## config.mk

```make
export PLATFORM = sky130hd
export DESIGN_NAME = baud_tick_gen
export DESIGN_NICKNAME = d
export VERILOG_FILES = /design/src/rtl/baud_pkg.sv /design/src/rtl/baud_div_latch.sv /design/src/rtl/baud_prescaler.sv /design/src/rtl/baud_phase.sv /design/src/rtl/baud_tick_gen.sv
export SDC_FILE = /design/constraint.sdc
export NUM_CORES = 1
export LEC_CHECK = 0
export CAP_MARGIN = 20
export CELL_PAD_IN_SITES_DETAIL_PLACEMENT = 1
export CELL_PAD_IN_SITES_GLOBAL_PLACEMENT = 1
export CORE_UTILIZATION = 40
export DETAILED_ROUTE_END_ITERATION = 7
export GPL_TIMING_DRIVEN = 0
export PLACE_DENSITY = 0.71
export SLEW_MARGIN = 20
export SYNTH_ARGS = -nofsm -noshare
export SYNTH_HDL_FRONTEND = slang
export SYNTH_SLANG_ARGS = --single-unit
```

## constraint.sdc

```tcl
create_clock -name clk_i -period 7.9 [get_ports clk_i]
set_input_delay 1.185 -clock clk_i [delete_from_list [all_inputs] [get_ports clk_i]]
set_output_delay 1.185 -clock clk_i [all_outputs]
set_load 0.005 [all_outputs]
```

## src/rtl/baud_pkg.sv

```systemverilog
package baud_pkg;

  // 16x strobe is due when the prescaler sits on its last state; 0 and 1 run every cycle
  function automatic logic tick_due(input int unsigned cnt, input int unsigned div);
    return (div <= 32'd1) || (cnt == div - 32'd1);
  endfunction

  // last oversampling phase of a bit: fast mode uses fewer phases
  function automatic int unsigned phase_last(input logic fast, input int unsigned ovs,
                                             input int unsigned fast_ovs);
    return fast ? fast_ovs - 32'd1 : ovs - 32'd1;
  endfunction

  // reference clocks per bit, for documentation of the arithmetic
  function automatic int unsigned bit_clocks(input int unsigned div, input int unsigned ovs,
                                             input int unsigned fast_ovs);
    return (div == 32'd0) ? fast_ovs : ovs * div;
  endfunction

endpackage

```

## src/rtl/baud_div_latch.sv

```systemverilog
module baud_div_latch #(
  parameter int BYTE_W    = 8,
  parameter int NB        = 2,
  parameter int RESET_DIV = 12
) (
  input  logic                 clk_i,
  input  logic                 rst_ni,
  input  logic [BYTE_W-1:0]    wr_data_i,
  input  logic [NB-1:0]        wr_sel_i,
  output logic [NB*BYTE_W-1:0] div_o,
  output logic                 reload_o
);
  localparam int DIV_W = NB * BYTE_W;
  localparam logic [DIV_W-1:0] RST_V = DIV_W'(RESET_DIV);

  logic [BYTE_W-1:0] byte_q [NB];

  for (genvar g = 0; g < NB; g++) begin : g_byte
    always_ff @(posedge clk_i or negedge rst_ni) begin
      if (!rst_ni)          byte_q[g] <= RST_V[g*BYTE_W +: BYTE_W];
      else if (wr_sel_i[g]) byte_q[g] <= wr_data_i;
    end
    assign div_o[g*BYTE_W +: BYTE_W] = byte_q[g];
  end

  assign reload_o = |wr_sel_i;
endmodule

```

## src/rtl/baud_prescaler.sv

```systemverilog
module baud_prescaler #(
  parameter int DIV_W = 16
) (
  input  logic             clk_i,
  input  logic             rst_ni,
  input  logic [DIV_W-1:0] div_i,
  input  logic             reload_i,
  output logic             tick_o,
  output logic             fast_o
);
  import baud_pkg::*;

  logic [DIV_W-1:0] cnt_q;

  assign fast_o = (div_i == '0);
  assign tick_o = tick_due(32'(cnt_q), 32'(div_i));

  always_ff @(posedge clk_i or negedge rst_ni) begin
    if (!rst_ni)       cnt_q <= '0;
    else if (reload_i) cnt_q <= '0;
    else if (tick_o)   cnt_q <= '0;
    else               cnt_q <= cnt_q + DIV_W'(1);
  end
endmodule

```

## src/rtl/baud_phase.sv

```systemverilog
module baud_phase #(
  parameter int OVS      = 16,
  parameter int FAST_OVS = 8
) (
  input  logic clk_i,
  input  logic rst_ni,
  input  logic tick_i,
  input  logic fast_i,
  input  logic reload_i,
  output logic bit_o
);
  import baud_pkg::*;

  localparam int PH_W = $clog2(OVS);

  logic [PH_W-1:0] ph_q;
  logic [PH_W-1:0] last_ph;

  assign last_ph = PH_W'(phase_last(fast_i, OVS, FAST_OVS));
  assign bit_o   = tick_i && (ph_q == last_ph);

  always_ff @(posedge clk_i or negedge rst_ni) begin
    if (!rst_ni)       ph_q <= '0;
    else if (reload_i) ph_q <= '0;
    else if (bit_o)    ph_q <= '0;
    else if (tick_i)   ph_q <= ph_q + PH_W'(1);
  end
endmodule

```

## src/rtl/baud_tick_gen.sv

```systemverilog
module baud_tick_gen #(
  parameter int BYTE_W    = 8,
  parameter int RESET_DIV = 12,
  parameter int OVS       = 16,
  parameter int FAST_OVS  = 8
) (
  input  logic              clk_i,
  input  logic              rst_ni,
  input  logic [BYTE_W-1:0] wr_data_i,
  input  logic              wr_msb_i,
  input  logic              wr_lsb_i,
  output logic              tick16_o,
  output logic              bit_tick_o
);
  localparam int NB    = 2;
  localparam int DIV_W = NB * BYTE_W;

  // named internal events
  logic [DIV_W-1:0] div_q;
  logic             reload;
  logic             fast_mode;
  logic             tick16;
  logic             bit_tick;

  baud_div_latch #(.BYTE_W(BYTE_W), .NB(NB), .RESET_DIV(RESET_DIV)) u_latch (
    .clk_i    (clk_i),
    .rst_ni   (rst_ni),
    .wr_data_i(wr_data_i),
    .wr_sel_i ({wr_msb_i, wr_lsb_i}),
    .div_o    (div_q),
    .reload_o (reload)
  );

  baud_prescaler #(.DIV_W(DIV_W)) u_pre (
    .clk_i   (clk_i),
    .rst_ni  (rst_ni),
    .div_i   (div_q),
    .reload_i(reload),
    .tick_o  (tick16),
    .fast_o  (fast_mode)
  );

  baud_phase #(.OVS(OVS), .FAST_OVS(FAST_OVS)) u_phase (
    .clk_i   (clk_i),
    .rst_ni  (rst_ni),
    .tick_i  (tick16),
    .fast_i  (fast_mode),
    .reload_i(reload),
    .bit_o   (bit_tick)
  );

  assign tick16_o   = tick16;
  assign bit_tick_o = bit_tick;
endmodule

```

==> parameters.txt, run 1 <==
Parameter                              Value

Status
  Run status ... finished clean

Critical path
  Worst Setup EP ... bit_tick_o
  Register-to-register setup slack ... 4640 ps
  Startpoint of the most critical setup path ... u_latch.div_o[0]$_DFFE_PN0P_
  Cell with the biggest individual delay on the critical path ... or4b_4
  Number of cell instances on the worst register-to-register path ... 14
  R2R Path Start ... u_latch.div_o[0]$_DFFE_PN0P_
  Required time at the worst-slack endpoint ... between 6000 and 7000 ps
  Cells along the critical path ... clkbuf_1 -> inv_1 -> ha_1 -> buf_6 -> or4b_4 -> o311ai_0 -> o311ai_0 -> o32ai_1 -> o311ai_2 -> nor3_2 -> nor2_1 -> nor2_1 -> clkdlybuf4s50_1
  Maximum fanout along the worst path ... 10
  Kind of start point of the critical path ... flip-flop
  Data arrival at the endpoint of the critical path ... 3760 ps
  Largest stage delay on the critical path ... 520 ps
  Worst reg2reg path endpoint ... u_pre.cnt_q[0]$_DFF_PN0_
  Category of the most critical setup path ... reg2out
  Critical path capture point type ... output port

Timing
  Final Hold Violating Endpoints ... 0
  Final worst-path setup slack ... 2950 ps
  Max-slew headroom ... 62.2%
  Final Skew ... 8.55 ps
  Final cycle utilization of the critical path ... 62.6%
  Slew of the pin with the lowest slew margin ... ~570 ps
  Total setup violations reported at the end of the flow ... 0
  Unrepaired setup endpoints after global routing ... no
  Final min period ... 4950 ps
  Fmax ... about 0.20 GHz
  Final total negative setup slack ... 0 ps
  Max-slew violations ... 0

Global route
  Met2 routing resource usage after global routing ... 31.8%
  Met1 routing resource usage after global routing ... 29.0%
  Sum of overflow across all layers after global routing ... 0
  GRT met3 Usage ... 3.88%
  Global-route wire length before repair ... roughly 9500 um
  Total routing usage reported by global routing ... approximately a fifth
  Pin count of the biggest net entering global routing ... 24
  Busiest grt layer ... met2
  Number of antenna violations at the first check in global routing ... 0
  Number of global-route vias before repair ... 1881

Floorplanning
  Starting density of the core ... 41.5%
  Die Height ... 77.3 um
  Total number of placement rows ... 27
  Die X ... between 70 and 80 um
  Overall die area ... 0.00598 mm2
  Placeable core region ... around 0.0055 mm2
  I/O pin total ... 14

Final layout
  Number of antenna cells inserted ... 0
  Post-synthesis to final-layout area growth ... 15.6%
  Most frequent cells in the layout ... 34 x nor2_1, 34 x dfrtp_1, 23 x nand2_1
  Fill cell total of the finished layout ... 650
  Share of post-route cells with drive strength above 1 ... about 15%
  Final layout net count ... 273

Routing
  Remaining antenna violation count ... 0
  Number of DRC violations after detailed routing ... 0
  Routed wire length ... 5290 um
  Vias per cell ... ~5.3
  Number of optimization iterations in the first detailed-route pass ... 4
  Total via count in the routed design ... 1764
  Routed wire length per instance ... 16.0 um
  Initial DRC count ... 50

CTS
  Clock sink count ... 36
  Number of H-tree levels ... 2
  Hold-fix buffers, CTS ... 0
  Reg clk slew, reported paths ... approximately 80 ps
  Number of buffers created by CTS ... 5
  Clock buffer depth ... 2
  Resize count post-CTS ... 0
  Clock tree from TritonCTS ... done
  Clk root buf ... clkbuf_8
  Setup bufs post-CTS ... 0
  Clock latency on the worst-skew pair ... 300 ps

Power
  Ratio of total power to cell area ... 167 mW/mm2
  Leak pwr ... 0.00105 uW
  Peak supply drop ... 0.0953 mV

Synthesis
  Most used DFF post-synth ... dfrtp_1
  Syn_area_per_cell ... 9.62 um2
  Number of unique standard cell types used by synthesis ... 51
  Share of flip-flops with an asynchronous set or reset after synthesis ... 100%
  Number of synthesized register bits ... 36
  Number of enable flip-flop cells after synthesis ... 0
  Gate count of the mapped netlist ... 236
  Warnings from Yosys ... 0
  Post-Synthesis Net Count ... 252
  Sequential area share after synthesis ... about 40%
  Post-Syn Area ... 0.00227 mm2

Placed design
  Detailed placement HPWL ... 4070 um
  RD Place Congestion ... 0.795
  DP Worst Slack ... 3250 ps
  Count of input and output buffers ... 13

Hold path
  Hold/Removal Path Class ... reg2reg

Job
  Max-cap violations ... 0
[routing by layer]
layer  share of wire [%]  wire length [um]
met3                 2.4               129
met2                  46              2410
met4                 1.7                88
met1                  50              2660
met5                   0                 0
[area by class of cell]
class / count / area (um2) / share of cell area [%]
clock buffer: 5 / 68.8 / 2.62
multi-input combinational: 184 / 1280 / 48.7
inverter: 7 / 26.3 / 1.00
buffer: 9 / 63.8 / 2.43
clock inverter: 3 / 42.5 / 1.62
tap: 72 / 90.1 / 3.43
sequential: 36 / 903 / 34.4
timing repair buffer: 14 / 153 / 5.82
[cells by family (layout without fill, tap and decap cells)]
group | after synthesis | in the layout | synth area share [%]
flops | 36 | 36 | 39.8
simple gates | 102 | 102 | 24.0
mux | 15 | 15 | 7.27
compound gates | 30 | 30 | 10.0
xor+xnor | 33 | 33 | 12.7
buf+inv | 16 | 38 | 3.97
fa+ha+maj | 4 | 4 | 2.20
[synth_stat cells, types with 4 or more instances]
library cell / number / area share [%]
clkbuf_1: 4 / 0.66
nand3_1: 11 / 2.4
xnor2_1: 17 / 6.6
dfrtp_1: 34 / 37
nor3_1: 5 / 1.1
nand2_1: 23 / 3.8
ha_1: 4 / 2.2
o21ai_0: 6 / 1.3
nor2_1: 34 / 5.6
inv_1: 7 / 1.2
xor2_1: 16 / 6.2
mux2_2: 12 / 6.0
[through the flow]
step | util [%] | std cells | hold slack [ps] | cell area (um2) | power [uW]
floorplan | - | 236 | 482 | 2270 | 250
global placement | 45.5 | 321 | 545 | 2490 | 273
detailed placement | 45.9 | 322 | 553 | 2510 | 276
CTS | 48.0 | 330 | 573 | 2630 | 446
global route | 48.0 | 330 | 590 | 2630 | 461
finish | 48.0 | 330 | 564 | 2630 | 438
[sequential cells by signal, indices dropped and copies added (netlist names)]
register and cells:
u_phase.ph_q 4, u_pre.cnt_q 16, u_latch.div_o 16
[critical path: cells and delay by family, from the launching register on]
family	cells	cell delay [ps]
and+or+nand+nor	4	1110
AOI/OAI and AO/OA	4	850
DFF	1	380
adders and majority gates	1	170
buffers and inverters	4	960
[how the worst min path moves through the flow]
| stage | depth (start not counted) | startpoint | to |
|---|---|---|---|
| after floorplan | 1 | u_pre.cnt_q[0]$_DFF_PN0_ | u_pre.cnt_q[0]$_DFF_PN0_ |
| after global placement | 1 | u_latch.div_o[12]$_DFFE_PN0P_ | u_latch.div_o[12]$_DFFE_PN0P_ |
| after detailed placement | 2 | u_phase.ph_q[1]$_DFFE_PN0P_ | u_phase.ph_q[1]$_DFFE_PN0P_ |
| after CTS | 1 | u_pre.cnt_q[0]$_DFF_PN0_ | u_pre.cnt_q[0]$_DFF_PN0_ |
| after global routing | 1 | u_pre.cnt_q[0]$_DFF_PN0_ | u_pre.cnt_q[0]$_DFF_PN0_ |
| final | 1 | u_pre.cnt_q[0]$_DFF_PN0_ | u_pre.cnt_q[0]$_DFF_PN0_ |
[power breakdown]
part	switching (uW)	internal, uW	total [uW]	leakage [uW]
combinational	33.6	30.6	64.2	0.000533
clock	73.3	93.4	167	0.0000541
sequential	14.0	193	207	0.000465
No activity file was read; power rests on OpenSTA's default activity.
==> run 2: changes to the inputs <==
--- a/config.mk
+++ b/config.mk
@@ -11,7 +11,7 @@
 export CORE_UTILIZATION = 40
 export DETAILED_ROUTE_END_ITERATION = 7
 export GPL_TIMING_DRIVEN = 0
-export PLACE_DENSITY = 0.71
+export PLACE_DENSITY = 0.74
 export SLEW_MARGIN = 20
 export SYNTH_ARGS = -nofsm -noshare
 export SYNTH_HDL_FRONTEND = slang
==> constraint.sdc (replaced) <==
create_clock -name clk_i -period 4.5 [get_ports clk_i]
set_input_delay 0.675 -clock clk_i [delete_from_list [all_inputs] [get_ports clk_i]]
set_output_delay 0.675 -clock clk_i [all_outputs]
set_load 0.005 [all_outputs]
==> run 2 against run 1 <==
Compared with the run above:
- worst setup slack got worse by 2700 ps
- clock skew down 3.8 ps
- via count is 4.1% higher
- register-to-register slack worse by 3400 ps
- largest cell class unchanged
- non-clock buffer count unchanged
- global-route usage is 0.22 points higher
- combinational power grew 74%
==> parameters.txt, run 2 (synthesized netlist as in run 1, its figures left out) <==
Parameter                              Value

Timing
  Fmax ... 0.234 GHz
  Max-slew headroom ... 59.4% (was 62.2%)
  Total setup violations reported at the end of the flow ... 0 (unchanged)
  Slew of the pin with the lowest slew margin ... 606 ps (was 567 ps)
  Max-slew violations ... 0 (unchanged)
  Final cycle utilization of the critical path ... 94.9%
  Final Hold Violating Endpoints ... 0 (unchanged)
  Final min period ... 4270 ps
  Final Skew ... 4.71 ps (was 8.55 ps)

Final layout
  Post-synthesis to final-layout area growth ... 14.9% (was 15.6%)
  Number of antenna cells inserted ... 0 (unchanged)
  Share of post-route cells with drive strength above 1 ... 15.9% (was 14.7%)
  Final layout net count ... 273 (unchanged)
  Most common cell after layout, fill and taps aside ... nor2_1
  Final Core Density ... 47.7% (was 48.0%)
  Most frequent cells in the layout ... 33 x nor2_1, 32 x dfrtp_1, 23 x nand2_1 (was 34 x nor2_1, 34 x dfrtp_1, 23 x nand2_1)
  Number of non-filler instances in the completed layout ... 330 (unchanged)

CTS
  Clock buffer depth ... 2 (unchanged)
  Clock latency on the worst-skew pair ... 290 ps (was 300 ps)
  Reg clk slew, reported paths ... 70 ps (was 80 ps)
  Number of buffers created by CTS ... 5 (unchanged)
  Clk root buf ... clkbuf_8 (unchanged)
  Number of H-tree levels ... 2 (unchanged)
  Clock sink count ... 36 (unchanged)
  Clock tree from TritonCTS ... done (unchanged)

Floorplanning
  Starting density of the core ... 41.5% (unchanged)
  Placeable core region ... 0.00547 mm2 (unchanged)
  Die X ... 77.3 um (unchanged)
  Overall die area ... 0.00598 mm2 (unchanged)
  Total number of placement rows ... 27 (unchanged)
  Die Height ... 77.3 um (unchanged)
  I/O pin total ... 14 (unchanged)

Status
  Run status ... finished clean (unchanged)

Critical path
  Cell with the biggest individual delay on the critical path ... or4b_4 (unchanged)
  Cells along the critical path ... inv_1 -> ha_1 -> buf_6 -> or4b_4 -> o311ai_1 -> o311ai_0 -> o32ai_1 -> o311ai_2 -> nor3_2 -> nor2_2 -> nor2_1 -> clkdlybuf4s50_1 (was clkbuf_1 -> inv_1 -> ha_1 -> buf_6 -> or4b_4 -> o311ai_0 -> o311ai_0 -> o32ai_1 -> o311ai_2 -> nor3_2 -> nor2_1 -> nor2_1 -> clkdlybuf4s50_1)
  Number of cell instances on the worst register-to-register path ... 13 (was 14)
  Category of the most critical setup path ... reg2out (unchanged)
  Largest stage delay on the critical path ... 510 ps (was 520 ps)
  Maximum fanout along the worst path ... 10 (unchanged)
  Kind of start point of the critical path ... flip-flop (unchanged)
  Data arrival at the endpoint of the critical path ... 3600 ps (was 3760 ps)
  Required time at the worst-slack endpoint ... 3830 ps (was 6710 ps)
  Critical path capture point type ... output port (unchanged)

Routing
  Initial DRC count ... 86 (was 50)
  Number of DRC violations after detailed routing ... 0 (unchanged)
  WL met2 ... 2850 um (was 2410 um)
  Remaining antenna violation count ... 0 (unchanged)
  Top layer in use ... met4 (unchanged)
  Routed wire length per instance ... 17.3 um (was 16.0 um)
  Total via count in the routed design ... 1836 (was 1764)
  Vias per cell ... 5.56 (was 5.35)
  Post-Route M1 WL ... 2650 um (was 2660 um)
  WL met3 ... 142 um (was 129 um)
  Routed wire length ... 5700 um (was 5290 um)
  Number of optimization iterations in the first detailed-route pass ... 4 (unchanged)

Power
  Proportion of power drawn by flip-flops and latches ... 51.0% (was 47.3%)
  Switching Power ... 204 uW (was 121 uW)
  Ratio of total power to cell area ... 277 mW/mm2 (was 167 mW/mm2)
  Peak supply drop ... 0.154 mV (was 0.0953 mV)
  Leak pwr ... 0.00104 uW (was 0.00105 uW)
  Part of the total power dissipated in combinational logic ... 15.5% (was 14.6%)
  Clock network power share ... 33.6% (was 38.0%)
  Sw frac ... 28.3% (was 27.6%)
  Internal ... 517 uW (was 317 uW)

Global route
  Number of antenna violations at the first check in global routing ... 0 (unchanged)
  Global-route wire length before repair ... 9700 um (was 9530 um)
  Total routing usage reported by global routing ... 21.1% (was 20.9%)
  Sum of overflow across all layers after global routing ... 0 (unchanged)
  Number of global-route vias before repair ... 1906 (was 1881)
  Pin count of the biggest net entering global routing ... 25 (was 24)

Hold path
  Hold/Removal Path Class ... in2async (was reg2reg)

Placed design
  Detailed placement HPWL ... 4400 um (was 4070 um)
  Cell count after placement ... 322 (unchanged)
  RD Place Congestion ... 0.803 (was 0.795)
  Count of input and output buffers ... 13 (unchanged)

Job
  Max-cap violations ... 0 (unchanged)
==> run 2: cell count changes in the layout (fill, tap and decap cells not counted), sizes merged <==
| cell | delta |
|---|---|
| clkbuf | +1 |
| bufinv | -1 |
| buf | +1 |
| clkinv | -1 |
==> run 2: cell type report <==
cell class                 count  area [um2]
buffer                         8        60.1
clock buffer                   7        86.3
clock inverter                 1        7.51
fill                         657        2860
inverter                       7        26.3
multi-input combinational    184        1280
sequential                    36         906
tap                           72        90.1
timing repair buffer          15         153
==> run 2: layer usage <==
metal,vias to the layer above,global-route usage [%]
met1,932,27.0
met3,6,3.88
met2,21,36.4
li1,877,-
met4,0,5.47
met5,-,0
==> run 2: power by group through the flow <==
stage               Sequential, uW  Clock, uW  Combinational, uW
floorplan                      363          0               76.5
global placement               370          0                109
detailed placement             371          0                114
CTS                            365        256                115
global route                   371        268                124
finish                         368        242                112
==> run 2: metrics by stage <==
step	total power (uW)	instance area (um2)	TNS, ps	hold slack [ps]	setup WS [ps]
4_1_cts	735	2600	0	290	37.0
3_5_place_dp	485	2510	0	555	324
6_report	722	2610	0	291	228
3_3_place_gp	479	2490	0	541	390
5_1_grt	763	2610	-13.7	292	-13.7
2_1_floorplan	439	2270	0	379	1230
==> run 2: worst paths after layout <==
| kind | from | endpoint | slack [ps] |
|---|---|---|---|
| min in group clk_i | u_pre.cnt_q[0]$_DFF_PN0_ | u_pre.cnt_q[0]$_DFF_PN0_ | 570 |
| hold reg to reg | u_pre.cnt_q[0]$_DFF_PN0_ | u_pre.cnt_q[0]$_DFF_PN0_ | 570 |
| hold / removal | rst_ni | u_pre.cnt_q[3]$_DFF_PN0_ | 290 |
| setup / recovery | u_latch.div_o[0]$_DFFE_PN0P_ | bit_tick_o | 230 |
| setup reg to reg | u_latch.div_o[0]$_DFFE_PN0P_ | u_pre.cnt_q[10]$_DFF_PN0_ | 1220 |
| max in group asynchronous | rst_ni | u_latch.div_o[3]$_DFFE_PN1P_ | 3680 |
==> run 2: worst max-delay path: cells and delay by family (launching register included) <==
family | cells | cell delay [ps]
AO/OA/AOI/OAI | 4 | 840
adder cells (fa/ha/maj) | 1 | 160
buffers and inverters | 3 | 750
flip-flops | 1 | 480
AND/OR/NAND/NOR | 4 | 1060
==> run 2: what timing repair did <==
item                                    CTS  global route
pin swaps                                 1             2
hold endpoints to repair                  0             0
hold buffers                              0             0
endpoints found under the setup margin    1             2
cloned                                    0             0
buffers inserted                          0             1
gates resized for setup                   0             4
==> run 3: changes to the inputs <==
==> constraint.sdc (replaced) <==
create_clock -name clk_i -period 4.5 [get_ports clk_i]
set_input_delay 0.675 -clock clk_i [delete_from_list [all_inputs] [get_ports clk_i]]
set_output_delay 0.675 -clock clk_i [all_outputs]
set_load 0.05 [all_outputs]
==> run 3 against run 2 <==
Compared with the run above:
- final cell count stayed put
- die area is the same
- highest routed layer unchanged
- core utilization is 0.30 points lower
- sequential power about the same
- largest power group unchanged
==> parameters.txt, run 3 (synthesized netlist as in run 1, its figures left out) <==
Parameter                              Value

CTS
  Clock latency on the worst-skew pair ... 290 ps (about the same)
  Hold-fix buffers, CTS ... 0 (unchanged)
  Clock sink count ... 36 (unchanged)
  Number of H-tree levels ... 2 (unchanged)
  Clock tree from TritonCTS ... done (unchanged)
  Number of buffers created by CTS ... 5 (unchanged)
  Reg clk slew, reported paths ... 70 ps (about the same)
  Clock buffer depth ... 2 (unchanged)
  Clk root buf ... clkbuf_8 (unchanged)

Critical path
  Category of the most critical setup path ... reg2out (unchanged)
  Required time at the worst-slack endpoint ... 3830 ps (about the same)
  Number of cell instances on the worst register-to-register path ... 14 (was 13)
  Maximum fanout along the worst path ... 10 (unchanged)
  Register-to-register setup slack ... 1200 ps (was 1220 ps)
  Kind of start point of the critical path ... flip-flop (unchanged)
  Largest stage delay on the critical path ... 520 ps (was 510 ps)
  Data arrival at the endpoint of the critical path ... 3520 ps (was 3600 ps)
  Cells along the critical path ... clkbuf_1 -> inv_1 -> ha_1 -> buf_6 -> or4b_4 -> o311ai_0 -> o311ai_0 -> o32ai_1 -> o311ai_2 -> nor3_2 -> nor2_1 -> nor2_1 -> clkbuf_4 (was inv_1 -> ha_1 -> buf_6 -> or4b_4 -> o311ai_1 -> o311ai_0 -> o32ai_1 -> o311ai_2 -> nor3_2 -> nor2_2 -> nor2_1 -> clkdlybuf4s50_1)
  Worst reg2reg path endpoint ... u_pre.cnt_q[10]$_DFF_PN0_ (unchanged)
  R2R Path Start ... u_latch.div_o[0]$_DFFE_PN0P_ (unchanged)
  Critical path capture point type ... output port (unchanged)
  Cell with the biggest individual delay on the critical path ... or4b_4 (unchanged)

Floorplanning
  Total number of placement rows ... 27 (unchanged)
  Die X ... 77.3 um (unchanged)
  Placeable core region ... 0.00547 mm2 (unchanged)
  I/O pin total ... 14 (unchanged)
  Die Height ... 77.3 um (unchanged)
  Starting density of the core ... 41.5% (unchanged)
  Overall die area ... 0.00598 mm2 (unchanged)

Final layout
  Cell area after layout ... 0.00259 mm2 (was 0.00261 mm2)
  Post-synthesis to final-layout area growth ... 14.2% (was 14.9%)
  Fill cell total of the finished layout ... 662 (was 657)
  Number of antenna cells inserted ... 0 (unchanged)
  Most frequent cells in the layout ... 34 x nor2_1, 34 x dfrtp_1, 23 x nand2_1 (was 33 x nor2_1, 32 x dfrtp_1, 23 x nand2_1)
  Share of post-route cells with drive strength above 1 ... 15.1% (was 15.9%)
  Final layout net count ... 273 (unchanged)

Timing
  Max-slew headroom ... 60.4% (was 59.4%)
  Final min period ... 4200 ps (was 4270 ps)
  Final Skew ... 5.20 ps (was 4.71 ps)
  Unrepaired setup endpoints after global routing ... no
  Slew of the pin with the lowest slew margin ... 592 ps (was 606 ps)
  Final total negative setup slack ... 0 ps (unchanged)
  Total setup violations reported at the end of the flow ... 0 (unchanged)
  Final Hold Violating Endpoints ... 0 (unchanged)
  Fmax ... 0.238 GHz (was 0.234 GHz)
  Max-slew violations ... 0 (unchanged)
  Final cycle utilization of the critical path ... 93.3% (was 94.9%)

Routing
  Routed wire length ... 5700 um (about the same)
  Initial DRC count ... 76 (was 86)
  Number of DRC violations after detailed routing ... 0 (unchanged)
  Total via count in the routed design ... 1826 (was 1836)
  Remaining antenna violation count ... 0 (unchanged)
  Vias per cell ... 5.53 (was 5.56)
  Number of optimization iterations in the first detailed-route pass ... 4 (unchanged)
  Routed wire length per instance ... 17.3 um (about the same)

Global route
  Total routing usage reported by global routing ... 21.1% (unchanged)
  Number of global-route vias before repair ... 1906 (unchanged)
  Global-route wire length before repair ... 9700 um (unchanged)
  Pin count of the biggest net entering global routing ... 25 (unchanged)
  Number of antenna violations at the first check in global routing ... 0 (unchanged)
  Sum of overflow across all layers after global routing ... 0 (unchanged)

Hold path
  Hold/Removal Path Class ... in2async (unchanged)

Status
  Run status ... finished clean (unchanged)

Power
  Peak supply drop ... 0.153 mV (was 0.154 mV)
  Ratio of total power to cell area ... 278 mW/mm2 (was 277 mW/mm2)
  Leak pwr ... 0.00104 uW (about the same)

Placed design
  Detailed placement HPWL ... 4400 um (unchanged)
  Placed Area ... 0.00251 mm2 (unchanged)
  RD Place Congestion ... 0.803 (unchanged)
  Count of input and output buffers ... 13 (unchanged)

Job
  Max-cap violations ... 0 (unchanged)
==> run 3: cell types whose count changed in the layout (fill, tap and decap cells not counted), sizes merged <==
cell / previous run / this run
clkdlybuf4s50: 12 / 10
buf: 8 / 7
clkbuf: 10 / 13
==> run 3: power breakdown <==
part | switching, uW | internal, uW
sequential | 25.7 | 340
combinational | 60.9 | 53.0
clock | 117 | 124
total | 204 | 517
==> run 3: how the worst max path moves through the flow <==
stage	from	end	slack, ps	cells past startpoint
detailed placement	u_latch.div_o[0]$_DFFE_PN0P_	bit_tick_o	20	13
global placement	u_latch.div_o[0]$_DFFE_PN0P_	bit_tick_o	90	13
global route	u_latch.div_o[0]$_DFFE_PN0P_	bit_tick_o	2	13
finish	u_latch.div_o[0]$_DFFE_PN0P_	bit_tick_o	300	13
CTS	u_latch.div_o[0]$_DFFE_PN0P_	tick16_o	30	13
floorplan	u_latch.div_o[0]$_DFFE_PN0P_	bit_tick_o	680	12
==> run 3: critical path, delay by kind of cell, from the launching register on <==
family	cells	cell delay, ps
buffers and inverters	4	720
AO/OA/AOI/OAI	4	890
adder cells (fa/ha/maj)	1	170
AND/OR/NAND/NOR	4	1060
flip-flops	1	380
==> run 3: through the flow <==
step | setup WS (ps) | hold WS, ps | power [uW] | std cells | utilization, %
6_report | 300 | 289 | 721 | 330 | 47.4
5_1_grt | 1.69 | 292 | 763 | 330 | 47.4
4_1_cts | 33.8 | 290 | 735 | 330 | 47.5
3_5_place_dp | 21.3 | 555 | 485 | 322 | 45.8
3_3_place_gp | 87.3 | 541 | 479 | 321 | 45.5
2_1_floorplan | 680 | 379 | 439 | 236 | -
==> run 3: area by class of cell <==
cell class / instances / area [um2] / share of cell area, %
Multi-Input combinational cell: 184 / 1280 / 49.3
Sequential cell: 36 / 903 / 34.8
Timing Repair Buffer: 14 / 138 / 5.31
Tap cell: 72 / 90.1 / 3.47
Clock buffer: 7 / 86.3 / 3.33
Buffer: 9 / 63.8 / 2.46
Inverter: 7 / 26.3 / 1.01
Clock inverter: 1 / 7.51 / 0.290
==> run 3: per-layer routing <==
layer | vias to the layer above | global-route usage (%) | share of wire [%]
met5 | - | 0 | 0
met4 | 0 | 5.47 | 0.93
met2 | 21 | 36.4 | 50
li1 | 877 | - | -
met3 | 6 | 3.88 | 2.5
met1 | 922 | 27.0 | 46
==> run 3: repair_timing <==
item                       CTS  global route
setup buffers                0             0
setup endpoints to repair    2             2
resized for setup            4             5
pin swaps                    0             1
